[src/rtl/dsd_pkg.sv]
package dsd_pkg;

    typedef enum logic [2:0] {
        CYC_IDLE   = 3'd0,
        CYC_ROWREF = 3'd1,
        CYC_READ   = 3'd2,
        CYC_EWRITE = 3'd3,
        CYC_RMW    = 3'd4,
        CYC_CBR    = 3'd5
    } cyc_e;

    typedef struct packed {
        logic fall;
        logic rise;
        logic low_held;
    } edge_s;

    // Cycles in which the stored word may appear on the data output
    function automatic logic shows_data(cyc_e c);
        return (c == CYC_READ) || (c == CYC_RMW);
    endfunction

endpackage

[src/rtl/dsd_strobe_edges.sv]
module dsd_strobe_edges #(
    parameter int N = 3
) (
    input  logic                      clk,
    input  logic                      rst,
    input  logic [N-1:0]              strobe_n,
    output dsd_pkg::edge_s [N-1:0]    ev
);
    logic [N-1:0] prev_q;

    always_ff @(posedge clk) begin
        if (rst) prev_q <= '1;
        else     prev_q <= strobe_n;
    end

    for (genvar i = 0; i < N; i++) begin : g_edge
        assign ev[i].fall     =  prev_q[i] & ~strobe_n[i];
        assign ev[i].rise     = ~prev_q[i] &  strobe_n[i];
        assign ev[i].low_held = ~prev_q[i] & ~strobe_n[i];
    end
endmodule

[src/rtl/dsd_cycle_ctrl.sv]
module dsd_cycle_ctrl
    import dsd_pkg::*;
#(
    parameter int ADDR_W = 9,
    localparam int COL_W = ADDR_W - 1
) (
    input  logic              clk,
    input  logic              rst,
    input  edge_s             ras_ev,
    input  edge_s             cas_ev,
    input  edge_s             we_ev,
    input  logic              cas_n,
    input  logic              we_n,
    input  logic              oe_n,
    input  logic [ADDR_W-1:0] addr,
    output cyc_e              cyc_q,
    output logic [ADDR_W-1:0] row_q,
    output logic [COL_W-1:0]  col_q,
    output logic [ADDR_W-1:0] ref_q,
    output logic              dq_en_q,
    output logic              acc_rd,
    output logic              acc_wr,
    output logic [ADDR_W-1:0] acc_row,
    output logic [COL_W-1:0]  acc_col
);
    cyc_e              cyc_d;
    logic [ADDR_W-1:0] row_d, ref_d;
    logic [COL_W-1:0]  col_d;
    logic              dq_en_d;

    always_comb begin
        cyc_d   = cyc_q;
        row_d   = row_q;
        col_d   = col_q;
        ref_d   = ref_q;
        acc_rd  = 1'b0;
        acc_wr  = 1'b0;
        if (ras_ev.rise) begin
            cyc_d = CYC_IDLE;
        end else if (ras_ev.fall) begin
            if (!cas_n) begin
                cyc_d = CYC_CBR;
                row_d = ref_q;
                ref_d = ref_q + 1'b1;
            end else begin
                cyc_d = CYC_ROWREF;
                row_d = addr;
            end
        end else if (ras_ev.low_held && cyc_q != CYC_CBR) begin
            if (cas_ev.fall) begin
                col_d = addr[COL_W-1:0];
                if (!we_n) begin
                    cyc_d  = CYC_EWRITE;
                    acc_wr = 1'b1;
                end else begin
                    cyc_d  = CYC_READ;
                    acc_rd = 1'b1;
                end
            end else if (cyc_q == CYC_READ && !cas_n && we_ev.fall) begin
                cyc_d  = CYC_RMW;
                acc_wr = 1'b1;
            end
        end
        acc_row = row_d;
        acc_col = col_d;
        dq_en_d = shows_data(cyc_d) && !cas_n && !oe_n;
    end

    always_ff @(posedge clk) begin
        if (rst) begin
            cyc_q   <= CYC_IDLE;
            row_q   <= '0;
            col_q   <= '0;
            ref_q   <= '0;
            dq_en_q <= 1'b0;
        end else begin
            cyc_q   <= cyc_d;
            row_q   <= row_d;
            col_q   <= col_d;
            ref_q   <= ref_d;
            dq_en_q <= dq_en_d;
        end
    end
endmodule

[src/rtl/dsd_cell_array.sv]
module dsd_cell_array #(
    parameter int ADDR_W   = 9,
    parameter int DATA_W   = 8,
    parameter int ROW_BITS = 3,
    parameter int COL_BITS = 3,
    localparam int COL_W   = ADDR_W - 1,
    localparam int IDX_W   = ROW_BITS + COL_BITS,
    localparam int DEPTH   = 1 << IDX_W
) (
    input  logic              clk,
    input  logic              rd,
    input  logic              wr,
    input  logic [ADDR_W-1:0] row,
    input  logic [COL_W-1:0]  col,
    input  logic [DATA_W-1:0] wdata,
    output logic [DATA_W-1:0] rdata
);
    logic [DATA_W-1:0] cells [DEPTH];
    logic [IDX_W-1:0]  idx;

    assign idx = {ROW_BITS'(row), COL_BITS'(col)};

    always_ff @(posedge clk) begin
        if (wr) cells[idx] <= wdata;
        if (rd) rdata      <= cells[idx];
    end
endmodule

[src/rtl/dram_strobe_decoder.sv]
module dram_strobe_decoder #(
    parameter int ADDR_W       = 9,
    parameter int DATA_W       = 8,
    parameter int MEM_ROW_BITS = 3,
    parameter int MEM_COL_BITS = 3
) (
    input  logic              clk,
    input  logic              rst,
    input  logic              ras_n,
    input  logic              cas_n,
    input  logic              we_n,
    input  logic              oe_n,
    input  logic [ADDR_W-1:0] addr,
    input  logic [DATA_W-1:0] din,
    output logic [DATA_W-1:0] dq_out,
    output logic              dq_oe,
    output logic [2:0]        cycle_o,
    output logic [ADDR_W-1:0] row_o,
    output logic [ADDR_W-2:0] col_o,
    output logic [ADDR_W-1:0] refresh_row_o
);
    import dsd_pkg::*;

    localparam int COL_W = ADDR_W - 1;
    localparam int ST_RAS = 2, ST_CAS = 1, ST_WE = 0;

    edge_s [2:0]        ev;
    cyc_e               cyc;
    logic               acc_rd, acc_wr;
    logic [ADDR_W-1:0]  acc_row;
    logic [COL_W-1:0]   acc_col;
    logic [DATA_W-1:0]  rdata;

    dsd_strobe_edges #(.N(3)) u_edges (
        .clk      (clk),
        .rst      (rst),
        .strobe_n ({ras_n, cas_n, we_n}),
        .ev       (ev)
    );

    dsd_cycle_ctrl #(.ADDR_W(ADDR_W)) u_ctrl (
        .clk     (clk),
        .rst     (rst),
        .ras_ev  (ev[ST_RAS]),
        .cas_ev  (ev[ST_CAS]),
        .we_ev   (ev[ST_WE]),
        .cas_n   (cas_n),
        .we_n    (we_n),
        .oe_n    (oe_n),
        .addr    (addr),
        .cyc_q   (cyc),
        .row_q   (row_o),
        .col_q   (col_o),
        .ref_q   (refresh_row_o),
        .dq_en_q (dq_oe),
        .acc_rd  (acc_rd),
        .acc_wr  (acc_wr),
        .acc_row (acc_row),
        .acc_col (acc_col)
    );

    dsd_cell_array #(
        .ADDR_W   (ADDR_W),
        .DATA_W   (DATA_W),
        .ROW_BITS (MEM_ROW_BITS),
        .COL_BITS (MEM_COL_BITS)
    ) u_array (
        .clk   (clk),
        .rd    (acc_rd),
        .wr    (acc_wr),
        .row   (acc_row),
        .col   (acc_col),
        .wdata (din),
        .rdata (rdata)
    );

    assign cycle_o = cyc;
    assign dq_out  = dq_oe ? rdata : '0;
endmodule

[config.mk]
export PLATFORM = sky130hd
export DESIGN_NAME = dram_strobe_decoder
export DESIGN_NICKNAME = d
export VERILOG_FILES = /design/src/rtl/dsd_pkg.sv /design/src/rtl/dsd_strobe_edges.sv /design/src/rtl/dsd_cycle_ctrl.sv /design/src/rtl/dsd_cell_array.sv /design/src/rtl/dram_strobe_decoder.sv
export SDC_FILE = /design/constraint.sdc
export NUM_CORES = 1
export LEC_CHECK = 0
export BUFFER_PORTS_ARGS = -buffer_cell sky130_fd_sc_hd__buf_2
export CORE_ASPECT_RATIO = 0.6
export CORE_MARGIN = 4
export CORE_UTILIZATION = 50
export DETAILED_ROUTE_END_ITERATION = 8
export GPL_ROUTABILITY_DRIVEN = 0
export GPL_TIMING_DRIVEN = 0
export HOLD_SLACK_MARGIN = 0.05
export PLACE_DENSITY_LB_ADDON = 0.2
export SETUP_SLACK_MARGIN = 0.1
export SLEW_MARGIN = 20
export SYNTH_ARGS = -nofsm -noshare
export SYNTH_HDL_FRONTEND = slang
export SYNTH_SLANG_ARGS = --single-unit
export TNS_END_PERCENT = 5
[constraint.sdc]
create_clock -name clk -period 9.2 [get_ports clk]
set_input_delay 1.38 -clock clk [delete_from_list [all_inputs] [get_ports clk]]
set_output_delay 1.38 -clock clk [all_outputs]
set_load 0.01 [all_outputs]
==> results of run 1 <==
-- layer usage --
| layer | routed length (µm) | vias up | share of wire, % |
|---|---|---|---|
| li1 | - | 6534 | - |
| met1 | 29300 | 7590 | 41 |
| met2 | 27600 | 1197 | 39 |
| met3 | 12100 | 150 | 17 |
| met4 | 1880 | 8 | 2.6 |
| met5 | 68 | - | 0.096 |
-- placed cells by master (no fill, tap or decap), types with 17 or more instances in the layout --
cell type	netlist	final
sky130_fd_sc_hd__nand4_1	17	17
sky130_fd_sc_hd__and3_1	55	55
sky130_fd_sc_hd__edfxtp_1	520	520
sky130_fd_sc_hd__buf_2	63	116
sky130_fd_sc_hd__clkbuf_1	20	29
sky130_fd_sc_hd__clkbuf_16	0	49
sky130_fd_sc_hd__a211oi_1	61	61
sky130_fd_sc_hd__nand3_1	178	178
sky130_fd_sc_hd__dfxtp_1	33	33
sky130_fd_sc_hd__a31oi_1	64	64
sky130_fd_sc_hd__nor2_1	101	100
sky130_fd_sc_hd__mux2i_1	34	34
sky130_fd_sc_hd__nand2_1	385	385
-- synthesized netlist by cell type (3+ instances only) --
library cell               count
sky130_fd_sc_hd__a211oi_1     61
sky130_fd_sc_hd__a21oi_1       6
sky130_fd_sc_hd__a22oi_1      10
sky130_fd_sc_hd__a311oi_1      9
sky130_fd_sc_hd__a31oi_1      64
sky130_fd_sc_hd__a32oi_1      12
sky130_fd_sc_hd__and2_1       12
sky130_fd_sc_hd__and3_1       55
sky130_fd_sc_hd__and4_1        3
sky130_fd_sc_hd__buf_1        11
sky130_fd_sc_hd__buf_2        63
sky130_fd_sc_hd__buf_4         5
sky130_fd_sc_hd__buf_6         4
sky130_fd_sc_hd__clkbuf_1     20
sky130_fd_sc_hd__dfxtp_1      33
sky130_fd_sc_hd__edfxtp_1    520
sky130_fd_sc_hd__ha_1          4
sky130_fd_sc_hd__inv_1         4
sky130_fd_sc_hd__mux2_2       13
sky130_fd_sc_hd__mux2i_1      34
sky130_fd_sc_hd__nand2_1     385
sky130_fd_sc_hd__nand2b_1      5
sky130_fd_sc_hd__nand3_1     178
sky130_fd_sc_hd__nand4_1      17
sky130_fd_sc_hd__nor2_1      101
sky130_fd_sc_hd__nor2_2        5
sky130_fd_sc_hd__nor3_1        6
sky130_fd_sc_hd__o21ai_0      10
sky130_fd_sc_hd__o32ai_1       3
sky130_fd_sc_hd__or2_2         5
sky130_fd_sc_hd__or3_1         7
sky130_fd_sc_hd__xor2_1        4
-- area by class of cell --
| type | count | share of cell area (%) |
|---|---|---|
| clock buffer | 60 | 5.18 |
| clock inverter | 25 | 0.971 |
| inverter | 4 | 0.0604 |
| timing repair buffer | 61 | 1.36 |
| tap | 579 | 2.91 |
| buffer | 103 | 2.07 |
| multi-input combinational | 1033 | 22.0 |
| sequential | 553 | 65.4 |
-- through the flow --
step,hold WS (ps),power (µW),util [%]
after floorplan,505,2900,-
after global placement,469,3000,53.3
after detailed placement,478,3010,53.4
after CTS,486,4980,56.9
after global routing,506,5110,56.9
final,486,4990,56.9
-- kinds of logic (layout without fill, tap and decap cells) --
kind of cell,count (synthesis),after routing
AND/OR/NAND/NOR,792,792
flip-flops,553,553
AO/OA/AOI/OAI,182,182
buffers and inverters,107,253
multiplexers,50,50
XOR/XNOR,5,5
adder cells (fa/ha/maj),4,4
-- report_power, final --
group / switching (µW) / internal, µW
clock: 904 / 1130
combinational: 155 / 47.5
sequential: 4.26 / 2750
total: 1060 / 3930
-- worst reg2reg max path, stage by stage, from the launching register on --
cell and delay (ps):
sky130_fd_sc_hd__dfxtp_1 320, sky130_fd_sc_hd__ha_1 330, sky130_fd_sc_hd__nor2_2 340, sky130_fd_sc_hd__nand3_4 190, sky130_fd_sc_hd__mux2i_4 310, sky130_fd_sc_hd__buf_2 500
sky130_fd_sc_hd__buf_2 530, sky130_fd_sc_hd__buf_2 390, sky130_fd_sc_hd__nand3_1 590, sky130_fd_sc_hd__nor2_1 1060
-- flip-flops by register name, indices dropped and copies added (netlist names) --
name,flops
u_array.rdata,8
u_edges.prev_q,3
u_ctrl.col_q,8
u_array.cells,512
u_ctrl.ref_q,9
u_ctrl.row_q,9
u_ctrl.dq_en_q,1
u_ctrl.cyc_q,3
-- path summary, 6_finish.rpt --
path                               endpoint  slack [ps]  cells after the start
max          u_array.cells[12][4]$_DFFE_PP_        3580                     11
min            u_ctrl.row_q[7]$_SDFFE_PP0P_         490                      2
max reg2reg  u_array.cells[12][4]$_DFFE_PP_        4240                      9
min reg2reg    u_ctrl.row_q[7]$_SDFFE_PP0P_         490                      2
==> results.txt, run 1 <==
The min-delay analysis places its worst path in the category reg2reg. The routed layout has 15,500 vias. Sorting the synthesized cells by area gives the leading types as sky130_fd_sc_hd__edfxtp_1 70%, sky130_fd_sc_hd__nand2_1 6.5%, sky130_fd_sc_hd__nand3_1 4.0%. The placed wire-length estimate came out at 48.6 mm. The slew at the pin closest to its max-slew limit came out at 1200 ps. The maximum buffer depth of the clock tree is 3.

The share of synthesized area in the top cell type comes to 70.1%. Counting flops with a built-in enable in the synthesized netlist gives 520. The endpoint class of the critical path is a flip-flop. The total wirelength of the detailed-routed design came out at 71.0 mm.

The cell area that synthesis handed to floorplanning was 22,300 µm². The tree built by TritonCTS fans out to 553 sinks. The met1 layer usage reported by global route is 45.1%. The adder-cell share of the synthesized area came out at 0.225%. In the synthesized netlist, the number of instances is 1,693.

The max-capacitance violation count is 0. The portion of synthesized area spent on multiplexers is 2.42%. Walking the worst path, the cells encountered are buf_2 > inv_1 > ha_1 > nor2_2 > nand3_4 > mux2i_4 > buf_2 > buf_2 > buf_2 > nand3_1 > nor2_1. For this run, the total global-route usage over all layers was measured as 29.2%. The combined buffer and inverter count along the critical path came out at 5.

The number of distinct library cell variants in the gate-level netlist after synthesis is 51. The critical path is of the in2reg type. The remaining number of nets flagged by the antenna check after routing came out at 0. The share of synthesized area occupied by flip-flops and latches came out at 73.1%. The worst hold path begins at u_ctrl.row_q[7]$_SDFFE_PP0P_. The floorplan die width is 281 µm.

Data arrives at the worst endpoint at 5790 ps. Clock-pin slew was measured on the worst setup and hold paths at 60 ps. For the finished layout, the period the worst path requires is 5620 ps. The number of buffer cells added on primary ports is 60. The clock latency at the later pin of the worst-skew pair is 580 ps. In this run the worst setup path begins at ras_n. The run finished with clean final reports. The effective utilization at floorplan is 51.0%. For this design, the slowest cell found on the critical path is sky130_fd_sc_hd__nor2_1. The quantity of hold-fixing buffers added after cts came out at 0.

The parity-gate share of the synthesized area counting xor and xnor cells came out at 0.197%. After synthesis, the largest family of logic cells by area is simple AND/OR/NAND/NOR gates. The number of vias per cell after detailed routing came out at 6.40.

The region available for standard cell placement spans 43,700 µm². The stage delay of the slowest cell on the critical path came out at 1050 ps. The setup skew after layout came out at 24.7 ps.

Measured along the y axis, the die boundary spans 172 µm. TritonCTS built the clock tree. The worst endpoint required time is 9380 ps. The power density over the cells is 201 nW/µm². Once placement completed, the tool counted placed cells totaling 2,333. The origin of the critical flop-to-flop path is u_edges.prev_q[2]$_SDFF_PP1_. In this run the clock root is driven by a sky130_fd_sc_hd__clkbuf_16. Before CTS, the worst setup slack after placement is 3260 ps. The number of CTS-inserted buffers came out at 49.

Setup repair after global routing left no endpoint under its margin. The post-synthesis net count came out at 1,720. The hold violation total from the final report is 0.

sky130_fd_sc_hd__edfxtp_1 takes more of the synthesized area than any other cell. Summed over all failing endpoints, the final setup total negative slack is 0 ps. The post-detailed-route DRC marker count came out at 0. Among cell families on the critical path, the largest total delay comes from simple AND/OR/NAND/NOR gates. The total of warnings raised by yosys is 0. Row generation in the floorplan step produced 59 rows. The mean instance size in the synthesized netlist is 13.2 µm². The number of levels in the clock H-tree came out at 2. The highest fanout seen on the critical path is 10. The met2 track utilization from global routing came out at 38.3%.

The number of setup violations in the final report came out at 0. For this run the aggregate overflow at the end of global routing stands at 0. The number of filler cells placed in the layout came out at 3,536. The number of antenna violations at the first check in global routing is 5. The per-cell routed wire length came out at 29.4 µm.

The final period utilization is 61.0%. Of the total synthesized cell area, the portion taken by AND, OR, NAND and NOR gates is 16.0%. In the synthesized netlist the dominant register cell turns out to be sky130_fd_sc_hd__edfxtp_1. The number of detailed-route iterations in the first pass is 6. The final max-slew violation count was 0.

The timing-limited maximum frequency is 178 MHz. The first routing iteration left 2,750 violations. The worst ir drop on vdd is 0.000146 V.

The total of flip-flops plus latches after synthesis is 553. The ratio of cells with drive above 1 in the final layout is 12.6%. The die area is 48,100 µm². Summing all flip-flop and latch instances after layout gives 16,300 µm².

Buffers added to address setup during post-CTS repair amount to 0. The layout-stage area growth over the synthesis result came out at 11.7%. The global routing met3 resource utilization is 11.8%. The peak-usage layer in the global routing report is met1. The share of async-settable or async-resettable flops after synthesis is 0%. The leakage power figure came out at 0.00848 µW.

The worst setup path is launched from an input port. The placed cell area came out at 23,300 µm². The multi-input logic area is 5480 µm². The largest net degree at the start of global routing came out at 65.

The post-cts resize count is 0. The number of antenna cells inserted is 0. The global-route wire length before repair is 100 mm. The normalized max-slew margin is 19.9%. The area of all placed cells without fillers came out at 24,900 µm². The number of nets in the finished design came out at 1,832. Pin placement for this block handled 61 I/O pins. The number of non-filler instances in the completed layout came out at 2,418. The post-layout worst setup margin is 3580 ps. The via count of the first global-routing pass came out at 14,100.

The most numerous cell type found on the critical path is sky130_fd_sc_hd__buf_2. The synthesized netlist devotes 5.78% of its cell area to compound gates.
(Power assumes the default switching activity.)
==> run 2: changes to the inputs <==
==> constraint.sdc (replaced) <==
create_clock -name clk -period 4.9 [get_ports clk]
set_input_delay 0.735 -clock clk [delete_from_list [all_inputs] [get_ports clk]]
set_output_delay 0.735 -clock clk [all_outputs]
set_load 0.01 [all_outputs]
==> run 2 against run 1 <==
Clock skew rose by 0.98 ps. Setup slack got worse by 3600 ps. Global-route usage did not move. Hold slack got worse by 99 ps. Sequential share of layout area fell by 0.059 points. Combinational power rose by 88%. The run now ends with setup timing left. Total power rose by 88%. Register-to-register slack got worse by 4300 ps.
==> results.txt, run 2 (synthesis gave the netlist of run 1 again) <==
The switching power total came out at 1990 µW (+87%). The placed cell area came out at 23,300 µm² (unchanged). The maximum buffer depth of the clock tree is 3 (unchanged). The switching fraction of total power is 21.2% (-0.049 points).

The number of filler cells placed in the layout is 3,526 (-0.28%). The quantity of hold-fixing buffers added after cts was 0 (unchanged). The library cell used most frequently in the layout, excluding fill and tap cells, is sky130_fd_sc_hd__edfxtp_1. The number of antenna violations at the first check in global routing came out at 5 (unchanged). The normalized max-slew margin came out at 19.6% (-0.26 points).

The per-cell routed wire length is 29.4 µm (+0.26%). The run finished, with violations left. The clock transition at the registers of the reported paths came out at 60 ps (about the same). The setup skew after layout is 25.7 ps (+0.980 ps). The count of buffers added by post-CTS timing repair for setup came out at 0 (unchanged).

The clock latency at the later pin of the worst-skew pair came out at 580 ps (about the same). The post-cts resize count came out at 0 (unchanged). The all-layer global routing usage came out at 29.2% (unchanged). The worst ir drop on vdd came to 0.000275 V (+89%). The worst hold slack across all endpoints is 387 ps (-99.5 ps). The layout-stage area growth over the synthesis result came to 11.8% (about the same). The number of nets in the finished design is 1,832 (unchanged). The number of CTS-inserted buffers came out at 49 (unchanged). The total wirelength of the detailed-routed design was 71.2 mm (+0.34%). The count of boundary I/O pins was 61 (unchanged).

The slew at the pin closest to its max-slew limit was 1200 ps (+0.198 ps). The max-capacitance violation count is 0 (unchanged). The cell occurring most often along the worst timing path is sky130_fd_sc_hd__buf_2. The number of buffer cells added on primary ports came out at 60 (unchanged). The sequential share of power is 55.3% (about the same).

The class of the tightest hold or removal check is in2reg. The ratio of cells with drive above 1 in the final layout is 13.0% (+0.38 points). The placed wire-length estimate is 48.6 mm (unchanged). The clock network fraction of design power is 40.7% (about the same). The timing-limited maximum frequency came out at 202 MHz. In the layout the commonest cells are 520 x sky130_fd_sc_hd__edfxtp_1, 385 x sky130_fd_sc_hd__nand2_1, 178 x sky130_fd_sc_hd__nand3_1, 116 x sky130_fd_sc_hd__buf_2, 93 x sky130_fd_sc_hd__nor2_1. The die area came out at 48,100 µm² (unchanged).

The routed via count was 15,600 (+0.63%). The stage delay of the slowest cell on the critical path came out at 1040 ps (about the same). The number of core rows is 59 (unchanged). The worst endpoint required time was 5070 ps (-4310 ps). The power density over the cells is 376 nW/µm² (+87%). The largest net degree at the start of global routing came out at 65 (unchanged). The post-layout worst setup margin came out at -56.5 ps (-3640 ps). Setup repair after global routing could not meet its margin everywhere. The total global routing overflow came to 0 (unchanged). The buffer type at the clock tree root is sky130_fd_sc_hd__clkbuf_16.

The floorplan die width came out at 281 µm (unchanged). The number of detailed-route iterations in the first pass is 7 (+1). The number of levels in the clock H-tree is 2 (unchanged).

The final reports fail on setup timing. The largest registers in the layout are u_array.cells x512, u_ctrl.ref_q x9, u_ctrl.row_q x9. The effective utilization at floorplan is 51.0% (unchanged). The arrival time of the worst setup path came out at 5130 ps (-660 ps). Broken down by cell family, the worst path's largest delay share belongs to simple AND/OR/NAND/NOR gates. The clock tree from TritonCTS is built.

The multi-input logic area is 5500 µm² (+0.32%). The final max-slew violation count is 0 (unchanged). The via count of the first global-routing pass came to 14,100 (unchanged).

The worst setup path is captured at a flip-flop. The worst setup path is launched from an input port. The post-detailed-route DRC marker count is 0 (unchanged). The logic gate share of total power came out at 4.1% (about the same). The minimum clock period after layout is 4960 ps. The signal on the critical path passes through buf_2 > inv_1 > ha_1 > nor2_2 > nand3_4 > mux2i_4 > buf_2 > buf_2 > buf_2 > nand3_1 > nor2_1.

The remaining number of nets flagged by the antenna check after routing came out at 0 (unchanged). The die height is 172 µm (unchanged). The internal power came out at 7380 µW (+88%). The slowest stage of the critical path belongs to the cell sky130_fd_sc_hd__nor2_1. The leakage power figure came out at 0.00848 µW (about the same). The total area of sequential cells is 16,300 µm² (unchanged). Dividing the final minimum period by the clock period gives 101%. The number of flip-flops under the largest register name came out at 512 (unchanged). The number of clock sinks came out at 553 (unchanged). The critical path in this run is classified as in2reg. The number of vias per cell after detailed routing is 6.44 (+0.55%). The highest fanout seen on the critical path came to 11 (+1). The area inside the core boundary came out at 43,700 µm² (unchanged). The number of setup violations in the final report is 8 (+8). The area of all placed cells without fillers came to 24,900 µm² (about the same). The hold violation total from the final report came out at 0 (unchanged). The global-route wire length before repair is 100 mm (unchanged). Counting flops per register, the top entry is u_array.cells. The number of DRC markers after the initial detailed-route iteration came out at 2,715 (-1.3%). The combined buffer and inverter count along the critical path came to 5 (unchanged).
## run 2: cell types whose count changed in the layout (fill, tap and decap cells not counted)
cell                      previous run  this run
sky130_fd_sc_hd__nor2_1            100        93
sky130_fd_sc_hd__nor2_2              6        13
sky130_fd_sc_hd__diode_2             0         2
## run 2: power groups by stage
stage | combinational (µW) | sequential [µW] | clock (µW)
3_5_place_dp | 360 | 5280 | 0
4_1_cts | 362 | 5180 | 3810
6_report | 380 | 5180 | 3810
2_1_floorplan | 154 | 5280 | 0
5_1_grt | 395 | 5180 | 4020
3_3_place_gp | 351 | 5280 | 0
## run 2: layout make-up
class	instances	share of cell area, %
Sequential cell	553	65.4
Multi-Input combinational cell	1033	22.1
Clock buffer	60	5.17
Tap cell	579	2.91
Buffer	103	2.07
Timing Repair Buffer	61	1.36
Clock inverter	25	0.970
Inverter	4	0.0603
Antenna cell	2	0.0201
## run 2: final timing paths
path	start	endpoint	slack [ps]	cells after the start
setup / recovery	ras_n	u_array.cells[12][7]$_DFFE_PP_	-60	11
setup reg to reg	u_edges.prev_q[2]$_SDFF_PP1_	u_array.cells[12][7]$_DFFE_PP_	-40	9
hold / removal	ras_n	u_edges.prev_q[2]$_SDFF_PP1_	390	2
hold reg to reg	u_ctrl.row_q[7]$_SDFFE_PP0P_	u_ctrl.row_q[7]$_SDFFE_PP0P_	490	2
## run 2: stage by stage
step / setup WS [ps] / utilization (%) / total power [µW] / instances / setup TNS (ps)
after detailed placement: -396 / 53.4 / 5640 / 2333 / -51550
final: -56.5 / 57.0 / 9370 / 2420 / -392
after floorplan: 1550 / - / 5440 / 1693 / 0
after global routing: -13.7 / 57.0 / 9590 / 2418 / -63.6
after global placement: -303 / 53.3 / 5640 / 2332 / -37070
after CTS: 171 / 56.9 / 9350 / 2418 / 0
## run 2: metal layers
metal / wire length, µm / GRT usage, % / part of all wire (%) / up-vias
li1: - / - / - / 6530
met3: 11300 / 11.8 / 16 / 151
met1: 30100 / 45.1 / 42 / 7730
met5: 17 / 0 / 0.024 / -
met2: 27800 / 38.3 / 39 / 1162
met4: 1930 / 7.13 / 2.7 / 4
